===== config.mk =====
export PLATFORM = sky130hd
export DESIGN_NAME = twi_mem_slave
export DESIGN_NICKNAME = d
export VERILOG_FILES = /design/src/rtl/twi_pkg.sv /design/src/rtl/twi_line_sync.sv /design/src/rtl/twi_bit_engine.sv /design/src/rtl/twi_ctrl.sv /design/src/rtl/twi_mem_slave.sv
export SDC_FILE = /design/constraint.sdc
export NUM_CORES = 1
export LEC_CHECK = 0
export BUFFER_PORTS_ARGS = -buffer_cell sky130_fd_sc_hd__clkbuf_2
export CORE_ASPECT_RATIO = 1.25
export CORE_MARGIN = 3
export CORE_UTILIZATION = 56
export DETAILED_ROUTE_END_ITERATION = 8
export MAX_ROUTING_LAYER = met4
export PLACE_DENSITY = 0.78
export RECOVER_POWER = 50
export SYNTH_ARGS = -nofsm -noshare
export SYNTH_HDL_FRONTEND = slang
export SYNTH_HIERARCHICAL = 1
export SYNTH_SLANG_ARGS = --single-unit

===== constraint.sdc =====
create_clock -name clk -period 2.79 [get_ports clk]
set_input_delay 0.4185 -clock clk [delete_from_list [all_inputs] [get_ports clk]]
set_output_delay 0.4185 -clock clk [all_outputs]
set_load 0.01 [all_outputs]

===== src/rtl/twi_pkg.sv =====
package twi_pkg;
  typedef enum logic [2:0] {
    ST_IDLE,
    ST_DEV,
    ST_AHI,
    ST_ALO,
    ST_WR,
    ST_RD,
    ST_WAIT
  } twi_state_e;
endpackage


===== src/rtl/twi_line_sync.sv =====
module twi_line_sync #(
  parameter int STAGES = 2,
  parameter int LINES  = 2
) (
  input  logic             clk,
  input  logic             rst_n,
  input  logic [LINES-1:0] raw,
  output logic [LINES-1:0] lvl,
  output logic [LINES-1:0] rise,
  output logic [LINES-1:0] fall
);
  logic [LINES-1:0] stage [STAGES];
  logic [LINES-1:0] prev;

  for (genvar s = 0; s < STAGES; s++) begin : g_stage
    if (s == 0) begin : g_first
      always_ff @(posedge clk or negedge rst_n) begin
        if (!rst_n) stage[s] <= '1;
        else        stage[s] <= raw;
      end
    end else begin : g_next
      always_ff @(posedge clk or negedge rst_n) begin
        if (!rst_n) stage[s] <= '1;
        else        stage[s] <= stage[s-1];
      end
    end
  end

  always_ff @(posedge clk or negedge rst_n) begin
    if (!rst_n) prev <= '1;
    else        prev <= stage[STAGES-1];
  end

  assign lvl  = stage[STAGES-1];
  assign rise = stage[STAGES-1] & ~prev;
  assign fall = ~stage[STAGES-1] & prev;
endmodule


===== src/rtl/twi_bit_engine.sv =====
module twi_bit_engine (
  input  logic       clk,
  input  logic       rst_n,
  input  logic       scl_rise,
  input  logic       scl_fall,
  input  logic       sda_lvl,
  input  logic       start_det,
  input  logic       stop_det,
  output logic [7:0] rx_byte,
  output logic [3:0] bit_idx,
  output logic       byte_done,
  output logic       ack_open,
  output logic       ack_sample,
  output logic       ack_close,
  output logic       data_fall
);
  logic active, armed;
  logic live;

  assign live = active && armed;

  always_ff @(posedge clk or negedge rst_n) begin
    if (!rst_n) begin
      active  <= 1'b0;
      armed   <= 1'b0;
      bit_idx <= '0;
      rx_byte <= '0;
    end else if (start_det) begin
      active  <= 1'b1;
      armed   <= 1'b0;
      bit_idx <= '0;
    end else if (stop_det) begin
      active  <= 1'b0;
      armed   <= 1'b0;
      bit_idx <= '0;
    end else if (active) begin
      if (scl_rise && armed && bit_idx < 4'd8)
        rx_byte <= {rx_byte[6:0], sda_lvl};
      if (scl_fall) begin
        if (!armed)               armed   <= 1'b1;
        else if (bit_idx == 4'd8) bit_idx <= '0;
        else                      bit_idx <= bit_idx + 4'd1;
      end
    end
  end

  assign byte_done  = live && scl_rise && bit_idx == 4'd7;
  assign ack_open   = live && scl_fall && bit_idx == 4'd7;
  assign ack_sample = live && scl_rise && bit_idx == 4'd8;
  assign ack_close  = live && scl_fall && bit_idx == 4'd8;
  assign data_fall  = live && scl_fall && bit_idx < 4'd7;
endmodule


===== src/rtl/twi_ctrl.sv =====
module twi_ctrl
  import twi_pkg::*;
#(
  parameter int         AW       = 16,
  parameter logic [3:0] DEV_CODE = 4'b1010
) (
  input  logic          clk,
  input  logic          rst_n,
  input  logic          start_det,
  input  logic          stop_det,
  input  logic          byte_done,
  input  logic          ack_open,
  input  logic          ack_sample,
  input  logic          ack_close,
  input  logic          data_fall,
  input  logic [3:0]    bit_idx,
  input  logic [7:0]    rx_byte,
  input  logic          sda_lvl,
  input  logic [2:0]    dev_pins,
  input  logic          wr_busy,
  output logic          sda_oe,
  output logic          wa_load,
  output logic [AW-1:0] wa_value,
  output logic          wr_valid,
  input  logic          wr_ready,
  output logic          wr_commit,
  output logic          wr_cancel,
  input  logic          rd_valid,
  input  logic [7:0]    rd_data,
  output logic          rd_ready,
  output twi_state_e    st
);
  twi_state_e  nxt;
  logic [7:0]  addr_hi, tx, tx_next;
  logic        have, wr_took, wrote;
  logic        dev_hit, wr_hs, rd_hs;
  logic [15:0] full_addr;
  logic [3:0]  tx_sel;

  assign dev_hit   = (rx_byte[7:4] == DEV_CODE) && (rx_byte[3:1] == dev_pins) && !wr_busy;
  assign full_addr = {addr_hi, rx_byte};
  assign wr_hs     = wr_valid && wr_ready;
  assign rd_hs     = rd_ready && rd_valid;
  assign tx_next   = rd_hs ? rd_data : (have ? tx : 8'hFF);
  assign tx_sel    = 4'd6 - bit_idx;

  always_ff @(posedge clk or negedge rst_n) begin
    if (!rst_n) begin
      st        <= ST_IDLE;
      nxt       <= ST_IDLE;
      sda_oe    <= 1'b0;
      wa_load   <= 1'b0;
      wa_value  <= '0;
      wr_valid  <= 1'b0;
      wr_commit <= 1'b0;
      wr_cancel <= 1'b0;
      rd_ready  <= 1'b0;
      addr_hi   <= '0;
      tx        <= '0;
      have      <= 1'b0;
      wr_took   <= 1'b0;
      wrote     <= 1'b0;
    end else begin
      wa_load   <= 1'b0;
      wr_commit <= 1'b0;
      wr_cancel <= 1'b0;
      if (start_det) begin
        st        <= ST_DEV;
        nxt       <= ST_DEV;
        sda_oe    <= 1'b0;
        wr_valid  <= 1'b0;
        rd_ready  <= 1'b0;
        have      <= 1'b0;
        wr_took   <= 1'b0;
        wr_cancel <= wrote;
        wrote     <= 1'b0;
      end else if (stop_det) begin
        st        <= ST_IDLE;
        nxt       <= ST_IDLE;
        sda_oe    <= 1'b0;
        wr_valid  <= 1'b0;
        rd_ready  <= 1'b0;
        have      <= 1'b0;
        wr_took   <= 1'b0;
        wr_commit <= wrote;
        wrote     <= 1'b0;
      end else begin
        if (wr_hs) begin
          wr_valid <= 1'b0;
          wr_took  <= 1'b1;
        end
        if (rd_hs) begin
          tx       <= rd_data;
          have     <= 1'b1;
          rd_ready <= 1'b0;
        end
        if (byte_done && st == ST_WR) begin
          wr_valid <= 1'b1;
          wr_took  <= 1'b0;
        end
        if (data_fall && st == ST_RD)
          sda_oe <= ~tx[tx_sel[2:0]];
        if (ack_open) begin
          unique case (st)
            ST_DEV: begin
              if (dev_hit) begin
                sda_oe   <= 1'b1;
                nxt      <= rx_byte[0] ? ST_RD : ST_AHI;
                rd_ready <= rx_byte[0];
                have     <= 1'b0;
              end else begin
                nxt <= ST_WAIT;
              end
            end
            ST_AHI: begin
              sda_oe  <= 1'b1;
              addr_hi <= rx_byte;
              nxt     <= ST_ALO;
            end
            ST_ALO: begin
              sda_oe   <= 1'b1;
              wa_load  <= 1'b1;
              wa_value <= full_addr[AW-1:0];
              nxt      <= ST_WR;
            end
            ST_WR: begin
              wr_valid <= 1'b0;
              if (wr_took || wr_hs) begin
                sda_oe <= 1'b1;
                wrote  <= 1'b1;
                nxt    <= ST_WR;
              end else begin
                nxt <= ST_WAIT;
              end
            end
            ST_RD: begin
              sda_oe <= 1'b0;
              nxt    <= ST_RD;
            end
            default: nxt <= st;
          endcase
        end
        if (ack_sample && st == ST_RD) begin
          if (!sda_lvl) rd_ready <= 1'b1;
          else          nxt      <= ST_WAIT;
        end
        if (ack_close) begin
          st       <= nxt;
          rd_ready <= 1'b0;
          have     <= 1'b0;
          if (nxt == ST_RD) begin
            sda_oe <= ~tx_next[7];
            tx     <= tx_next;
          end else begin
            sda_oe <= 1'b0;
          end
        end
      end
    end
  end
endmodule


===== src/rtl/twi_mem_slave.sv =====
module twi_mem_slave
  import twi_pkg::*;
#(
  parameter int         AW          = 16,
  parameter logic [3:0] DEV_CODE    = 4'b1010,
  parameter int         SYNC_STAGES = 2
) (
  input  logic          clk,
  input  logic          rst_n,
  input  logic          scl_in,
  input  logic          sda_in,
  output logic          sda_oe,
  input  logic [2:0]    dev_pins,
  input  logic          wr_busy,
  output logic          wa_load,
  output logic [AW-1:0] wa_value,
  output logic          wr_valid,
  input  logic          wr_ready,
  output logic [7:0]    wr_data,
  output logic          wr_commit,
  output logic          wr_cancel,
  input  logic          rd_valid,
  output logic          rd_ready,
  input  logic [7:0]    rd_data
);
  localparam int LINES = 2;

  logic [LINES-1:0] lvl, rise, fall;
  logic scl_lvl, sda_lvl, scl_rise, scl_fall;
  logic start_det, stop_det;
  logic [7:0] rx_byte;
  logic [3:0] bit_idx;
  logic byte_done, ack_open, ack_sample, ack_close, data_fall;
  twi_state_e st;

  twi_line_sync #(.STAGES(SYNC_STAGES), .LINES(LINES)) u_sync (
    .clk  (clk),
    .rst_n(rst_n),
    .raw  ({scl_in, sda_in}),
    .lvl  (lvl),
    .rise (rise),
    .fall (fall)
  );

  assign scl_lvl   = lvl[1];
  assign sda_lvl   = lvl[0];
  assign scl_rise  = rise[1];
  assign scl_fall  = fall[1];
  assign start_det = fall[0] && scl_lvl && !scl_rise;
  assign stop_det  = rise[0] && scl_lvl && !scl_rise;

  twi_bit_engine u_bits (
    .clk       (clk),
    .rst_n     (rst_n),
    .scl_rise  (scl_rise),
    .scl_fall  (scl_fall),
    .sda_lvl   (sda_lvl),
    .start_det (start_det),
    .stop_det  (stop_det),
    .rx_byte   (rx_byte),
    .bit_idx   (bit_idx),
    .byte_done (byte_done),
    .ack_open  (ack_open),
    .ack_sample(ack_sample),
    .ack_close (ack_close),
    .data_fall (data_fall)
  );

  twi_ctrl #(.AW(AW), .DEV_CODE(DEV_CODE)) u_ctrl (
    .clk       (clk),
    .rst_n     (rst_n),
    .start_det (start_det),
    .stop_det  (stop_det),
    .byte_done (byte_done),
    .ack_open  (ack_open),
    .ack_sample(ack_sample),
    .ack_close (ack_close),
    .data_fall (data_fall),
    .bit_idx   (bit_idx),
    .rx_byte   (rx_byte),
    .sda_lvl   (sda_lvl),
    .dev_pins  (dev_pins),
    .wr_busy   (wr_busy),
    .sda_oe    (sda_oe),
    .wa_load   (wa_load),
    .wa_value  (wa_value),
    .wr_valid  (wr_valid),
    .wr_ready  (wr_ready),
    .wr_commit (wr_commit),
    .wr_cancel (wr_cancel),
    .rd_valid  (rd_valid),
    .rd_data   (rd_data),
    .rd_ready  (rd_ready),
    .st        (st)
  );

  assign wr_data = rx_byte;
endmodule


==> results of run 1 <==
## worst max-delay path by stage
stage                     depth (start not counted)  slack [ps]             endpoint
final                                             8         230  u_ctrl/wa_value[11]
after CTS                                         8         260   u_ctrl/wa_value[8]
after global routing                              8         110   u_ctrl/wa_value[3]
after detailed placement                          8         290   u_ctrl/wa_value[8]
after global placement                            8         310   u_ctrl/wa_value[6]
after floorplan                                   9         390  u_ctrl/wa_value[10]
## cell families after synthesis
kind of cell,Yosys count,share of synthesized area
fa+ha+maj,3,0.0120
flops,67,0.541
buf+inv,24,0.0382
simple gates,72,0.140
xor+xnor,4,0.0112
compound gates,41,0.0948
mux,41,0.163
## final cells by class
cell class,count,area (um^2)
clock inverter,4,95.1
clock buffer,12,165
fill,402,1590
multi-input combinational,161,1310
tap,62,77.6
inverter,10,37.5
sequential,67,1680
timing repair buffer,53,260
## Yosys cell counts (3+ instances only)
master | n | area (um^2)
a21oi_1 | 9 | 45.0
a31oi_1 | 6 | 37.5
and2b_2 | 4 | 35.0
and3b_1 | 4 | 35.0
buf_2 | 5 | 25.0
clkbuf_1 | 5 | 18.8
dfrtp_1 | 61 | 1530
dfstp_2 | 6 | 158
ha_1 | 3 | 37.5
inv_1 | 10 | 37.5
mux2_2 | 23 | 259
mux2_4 | 9 | 135
mux2i_1 | 7 | 70.1
nand2_1 | 7 | 26.3
nand3_1 | 9 | 45.0
nand4_1 | 3 | 18.8
nor2_1 | 17 | 63.8
nor2b_1 | 3 | 18.8
nor3_1 | 5 | 25.0
o21ai_0 | 4 | 20.0
o22a_1 | 8 | 70.1
xnor2_1 | 3 | 26.3
## worst max-delay path, delay by kind of cell, from the launching register on
kind / cells / cell delay (ps)
DFF: 1 / 520
muxes: 1 / 320
buffers and inverters: 1 / 230
and+or+nand+nor: 6 / 1370
## registers in the layout (all words and copies together), names as in the netlist
signal / count
u_ctrl/rd_ready: 1
u_ctrl/wr_valid: 1
u_bits/rx_byte: 8
u_ctrl/have: 1
u_sync/lvl: 2
u_sync/prev: 2
u_ctrl/wa_value: 16
u_ctrl/nxt: 3
u_ctrl/wr_commit: 1
u_bits/active: 1
u_ctrl/st: 3
u_ctrl/sda_oe: 1
u_ctrl/tx: 8
u_bits/armed: 1
u_ctrl/addr_hi: 8
u_ctrl/wa_load: 1
u_bits/bit_idx: 4
u_ctrl/wr_took: 1
u_sync/stage: 2
u_ctrl/wrote: 1
u_ctrl/wr_cancel: 1
## through the flow
stage	hold slack (ps)	area, um^2	std cells	total power [mW]	worst slack, ps
2_1_floorplan	123	3120	252	1.20	389
3_3_place_gp	356	3390	353	1.28	311
3_5_place_dp	355	3390	353	1.29	288
4_1_cts	113	3650	369	2.31	259
5_1_grt	125	3630	369	2.39	108
6_report	159	3630	369	2.29	228
## metal layers
layer  part of all wire  up-vias  wire, um  GRT usage
li1                   -     1016         -          -
met1               0.44     1097      2760      0.277
met2               0.50       58      3190      0.354
met3              0.046        9       290     0.0731
met4              0.015        0        93     0.0839
met5                  0        -         0          -
## power by group
group | switching (mW) | internal [mW] | total, mW | leakage [nW]
registers | 0.0733 | 1.01 | 1.09 | 0.902
logic | 0.0964 | 0.0859 | 0.182 | 0.740
clock network | 0.350 | 0.666 | 1.02 | 0.133
==> flow_summary.ini, run 1 <==
[status]
status = finished, violations left
violations = capacitance limit, slew limit

[die]
die-width_um = 72.7
ios = 48
fp.dieH_um = 89.4
num_rows = 29
core_um2 = 5230
fp.dieArea_um2 = 6500
initial_utilization = 0.596

[logic_synthesis]
syn_nets = 273
ys_seq_area_frac = 0.541
async_flop_share = 1.00
synth.distinct_cells = 51
postSynthAreaPerCell_um2 = 12.4
synth_edf_count = 0
synthFlopType = dfrtp_1
synth.cell_area_um2 = 3120
synth_seq_cells = 67
yosys_warnings = 6
syn_inst = 252

[detailed_routing]
final_antenna_net_count = 0
wire_per_inst_um = 17.2
via_count = 2180
drc_errors = 0
drt-initial-drc-count = 154
vias_per_cell = 5.91
dr.pass1.iters = 4
finalWirelength_um = 6340

[finish]
diodes = 0
area_delta_synth_final_pct = 16.6
final_cell_mix = dfrtp_1 (61), clkbuf_2 (37), mux2_2 (23), nor2_1 (17)
nets = 323
final_layout_size_suffix_gt1_frac = 0.339
final_common_cell = dfrtp_1
final_util = 0.695

[global_route]
track_usage = 0.227
antenna_found_initial = 0
grt_max_degree = 31
grt_pass1_wl_um = 10600
grt_pass1_vias = 2244
grt_overflow = 0

[cts]
cts.sinks = 67
clock_latency_ps = 340
htree_levels = 3
clockBufferDepth = 2
tritoncts = done
cts-resized-gates = 0
cts_buffers = 9
postCtsSetupBuffers = 0
cts-root-buf = clkbuf_8
clk_pin_slew_ps = 70
cts_hold_buffers = 0

[pwr]
p_leak_nw = 1.78
power_density_nw_per_um2 = 629
vdd_ir_drop_max_uv = 426

[sta]
period_needed_ps = 2560
slew_headroom = -0.0827
setup-tns-final_ps = 0
drv_slew = 31
skew_ps = 3.92
setup_viol = 0
hold_violations = 0
fmax_ghz = 0.390
rsz0062_at_grt = no
tightest_slew_ps = 1620
fin_crit_sh = 0.918

[setup_path]
cp-start-kind = flop
startpoint = u_sync/prev[1]
worstPathCellList = and2b_2 -> nand3_2 -> nor3_1 -> nand2_1 -> or2_1 -> or3_1 -> buf_4 -> mux2_4
worst_setup_path_end_kind = flop
rrSetupSlack_ps = 230
cp_data_required_time_ps = 3010
cp_max_fo = 17
arrival_ps = 2780
slowest_stage = dfstp_2
r2r-end = u_ctrl/wa_value[11]
max_stage_delay_ps = 520
worst-setup-path-type = flop to flop
crit-reg2reg-launch = u_sync/prev[1]
r2r_cells = 8

[min_path]
min_path_type = primary input to flop
worstHoldPathCells = 1
whs_endpoint = u_sync/stage[2]
min_from = sda_in

[placement]
place_hpwl_um = 4290
gp_congestion = 0.894
numPortBuffers = 47

[run]
drv_cap = 1
Power figures use the tool's default switching activity.
==> inputs of run 2 (changes only) <==
- CELL_PAD_IN_SITES_DETAIL_PLACEMENT: not set -> 1
- CELL_PAD_IN_SITES_GLOBAL_PLACEMENT: not set -> 1
- CORE_UTILIZATION: 56 -> 45
==> run 2 against run 1 <==
Net effect: the flow now finishes without violations; sequential cell count stayed put; count of clock-buffer cells in the layout is 1 lower; core utilization is 15 points lower; largest cell class unchanged; largest power group unchanged.
==> flow_summary.ini, run 2 (synthesis gave the netlist of run 1 again) <==
[pwr]
power_density_nw_per_um2 = 584
p_leak_nw = 1.76
total_power_mw = 2.12
vdd_ir_drop_max_uv = 358

[global_route]
met2_usage = 0.314
grt_util_met1 = 0.253
top_usage_layer = met2
grt_pass1_wl_um = 11700
track_usage = 0.198
antenna_found_initial = 0
grt_use_met3 = 0.0439
grt_overflow = 0
grt_max_degree = 44
grt_pass1_vias = 2347

[sta]
setup_viol = 0
hold_violations = 0
tightest_slew_ps = 1320
setup-tns-final_ps = 0
rsz0062_at_grt = no
fin_crit_sh = 0.892
skew_ps = 12.8
slew_headroom = 0.118
drv_slew = 0
period_needed_ps = 2490
fmax_ghz = 0.402

[setup_path]
arrival_ps = 2720
worst-path-buf-inv = 1
cp_max_fo = 17
r2r-end = u_ctrl/wa_value[6]
worstPathCellList = and2b_2 -> nand3_2 -> nor3_1 -> nand2_1 -> or2_1 -> or3_1 -> buf_4 -> mux2_4
max_stage_delay_ps = 520
worst-setup-path-type = flop to flop
worst_setup_path_end_kind = flop
rrSetupSlack_ps = 300
crit-reg2reg-launch = u_sync/prev[1]
cp-start-kind = flop
slowest_stage = dfstp_2
r2r_cells = 8
cp_data_required_time_ps = 3020
path_delay_family = simple AND/OR/NAND/NOR gates

[cts]
cts_hold_buffers = 0
cts-root-buf = clkbuf_8
clk_pin_slew_ps = 80
clockBufferDepth = 2
cts-resized-gates = 0
postCtsSetupBuffers = 0
cts_buffers = 9
cts.sinks = 67
clock_latency_ps = 350
tritoncts = done
htree_levels = 3

[min_path]
min_path_type = primary input to flop
min_from = scl_in
whs_endpoint = u_sync/stage[3]
worstHoldPathCells = 1

[finish]
final_common_cell = dfrtp_1
final_cell_mix = dfrtp_1 (61), clkbuf_2 (37), mux2_2 (23), nor2_1 (17)
final_layout_size_suffix_gt1_frac = 0.341
fin_cells = 395
regMostFlops = u_ctrl/wa_value
diodes = 0
final_cell_area_um2 = 3630
nets = 324
area_delta_synth_final_pct = 16.4
largest_reg_flops = 16

[placement]
numPortBuffers = 47
placed_area_um2 = 3440
place_hpwl_um = 4970
post-place-cells = 379
gp_congestion = 0.802

[die]
initial_utilization = 0.469
die-width_um = 80.4
ios = 48
fp.dieArea_um2 = 7960
num_rows = 33
core_um2 = 6650
fp.dieH_um = 99.0

[detailed_routing]
vias_per_cell = 5.50
via_count = 2171
finalWirelength_um = 6810
final_antenna_net_count = 0
drc_errors = 0
dr.pass1.iters = 4
wire_per_inst_um = 17.2
drt-initial-drc-count = 96

[status]
status = finished clean

[run]
drv_cap = 0
## run 2: cell count changes in the layout (fill, tap and decap cells not counted), sizes merged
cell	delta
clkinv	+1
bufinv	-2
clkbuf	-2
buf	+2
inv	+1
clkinvlp	+1
## run 2: stage by stage
| stage | worst slack, ps | hold slack [ps] | util |
|---|---|---|---|
| floorplan | 389 | 123 | - |
| global placement | 376 | 347 | 0.518 |
| detailed placement | 331 | 352 | 0.518 |
| CTS | 314 | 75.1 | 0.550 |
| global route | 103 | 138 | 0.545 |
| finish | 302 | 152 | 0.545 |
## run 2: worst max path at each step
stage                        start             endpoint  depth (start not counted)
detailed placement  u_sync/prev[1]   u_ctrl/wa_value[9]                          8
CTS                 u_sync/prev[1]   u_ctrl/wa_value[6]                          8
global placement    u_sync/prev[1]   u_ctrl/wa_value[8]                          8
floorplan           u_sync/prev[1]  u_ctrl/wa_value[10]                          9
global route        u_sync/prev[1]   u_ctrl/wa_value[4]                          8
finish              u_sync/prev[1]   u_ctrl/wa_value[6]                          8
## run 2: final cells by class
type	instances	area [um^2]
Clock buffer	11	151
Clock inverter	5	60.1
Fill cell	695	3020
Inverter	10	37.5
Multi-Input combinational cell	161	1310
Sequential cell	67	1680
Tap cell	87	109
Timing Repair Buffer	54	272
## run 2: power breakdown
part           internal (mW)  switching [mW]  leakage [nW]  total (mW)
clock network          0.464           0.376         0.106       0.841
logic                 0.0853          0.0979         0.749       0.183
registers               1.01          0.0794         0.902        1.09
total                   1.56           0.554          1.76        2.12
## run 2: metal layers
layer | share of wire | up-vias
li1 | - | 1021
met1 | 0.44 | 1100
met2 | 0.50 | 40
met3 | 0.041 | 10
met4 | 0.014 | 0
met5 | 0 | -
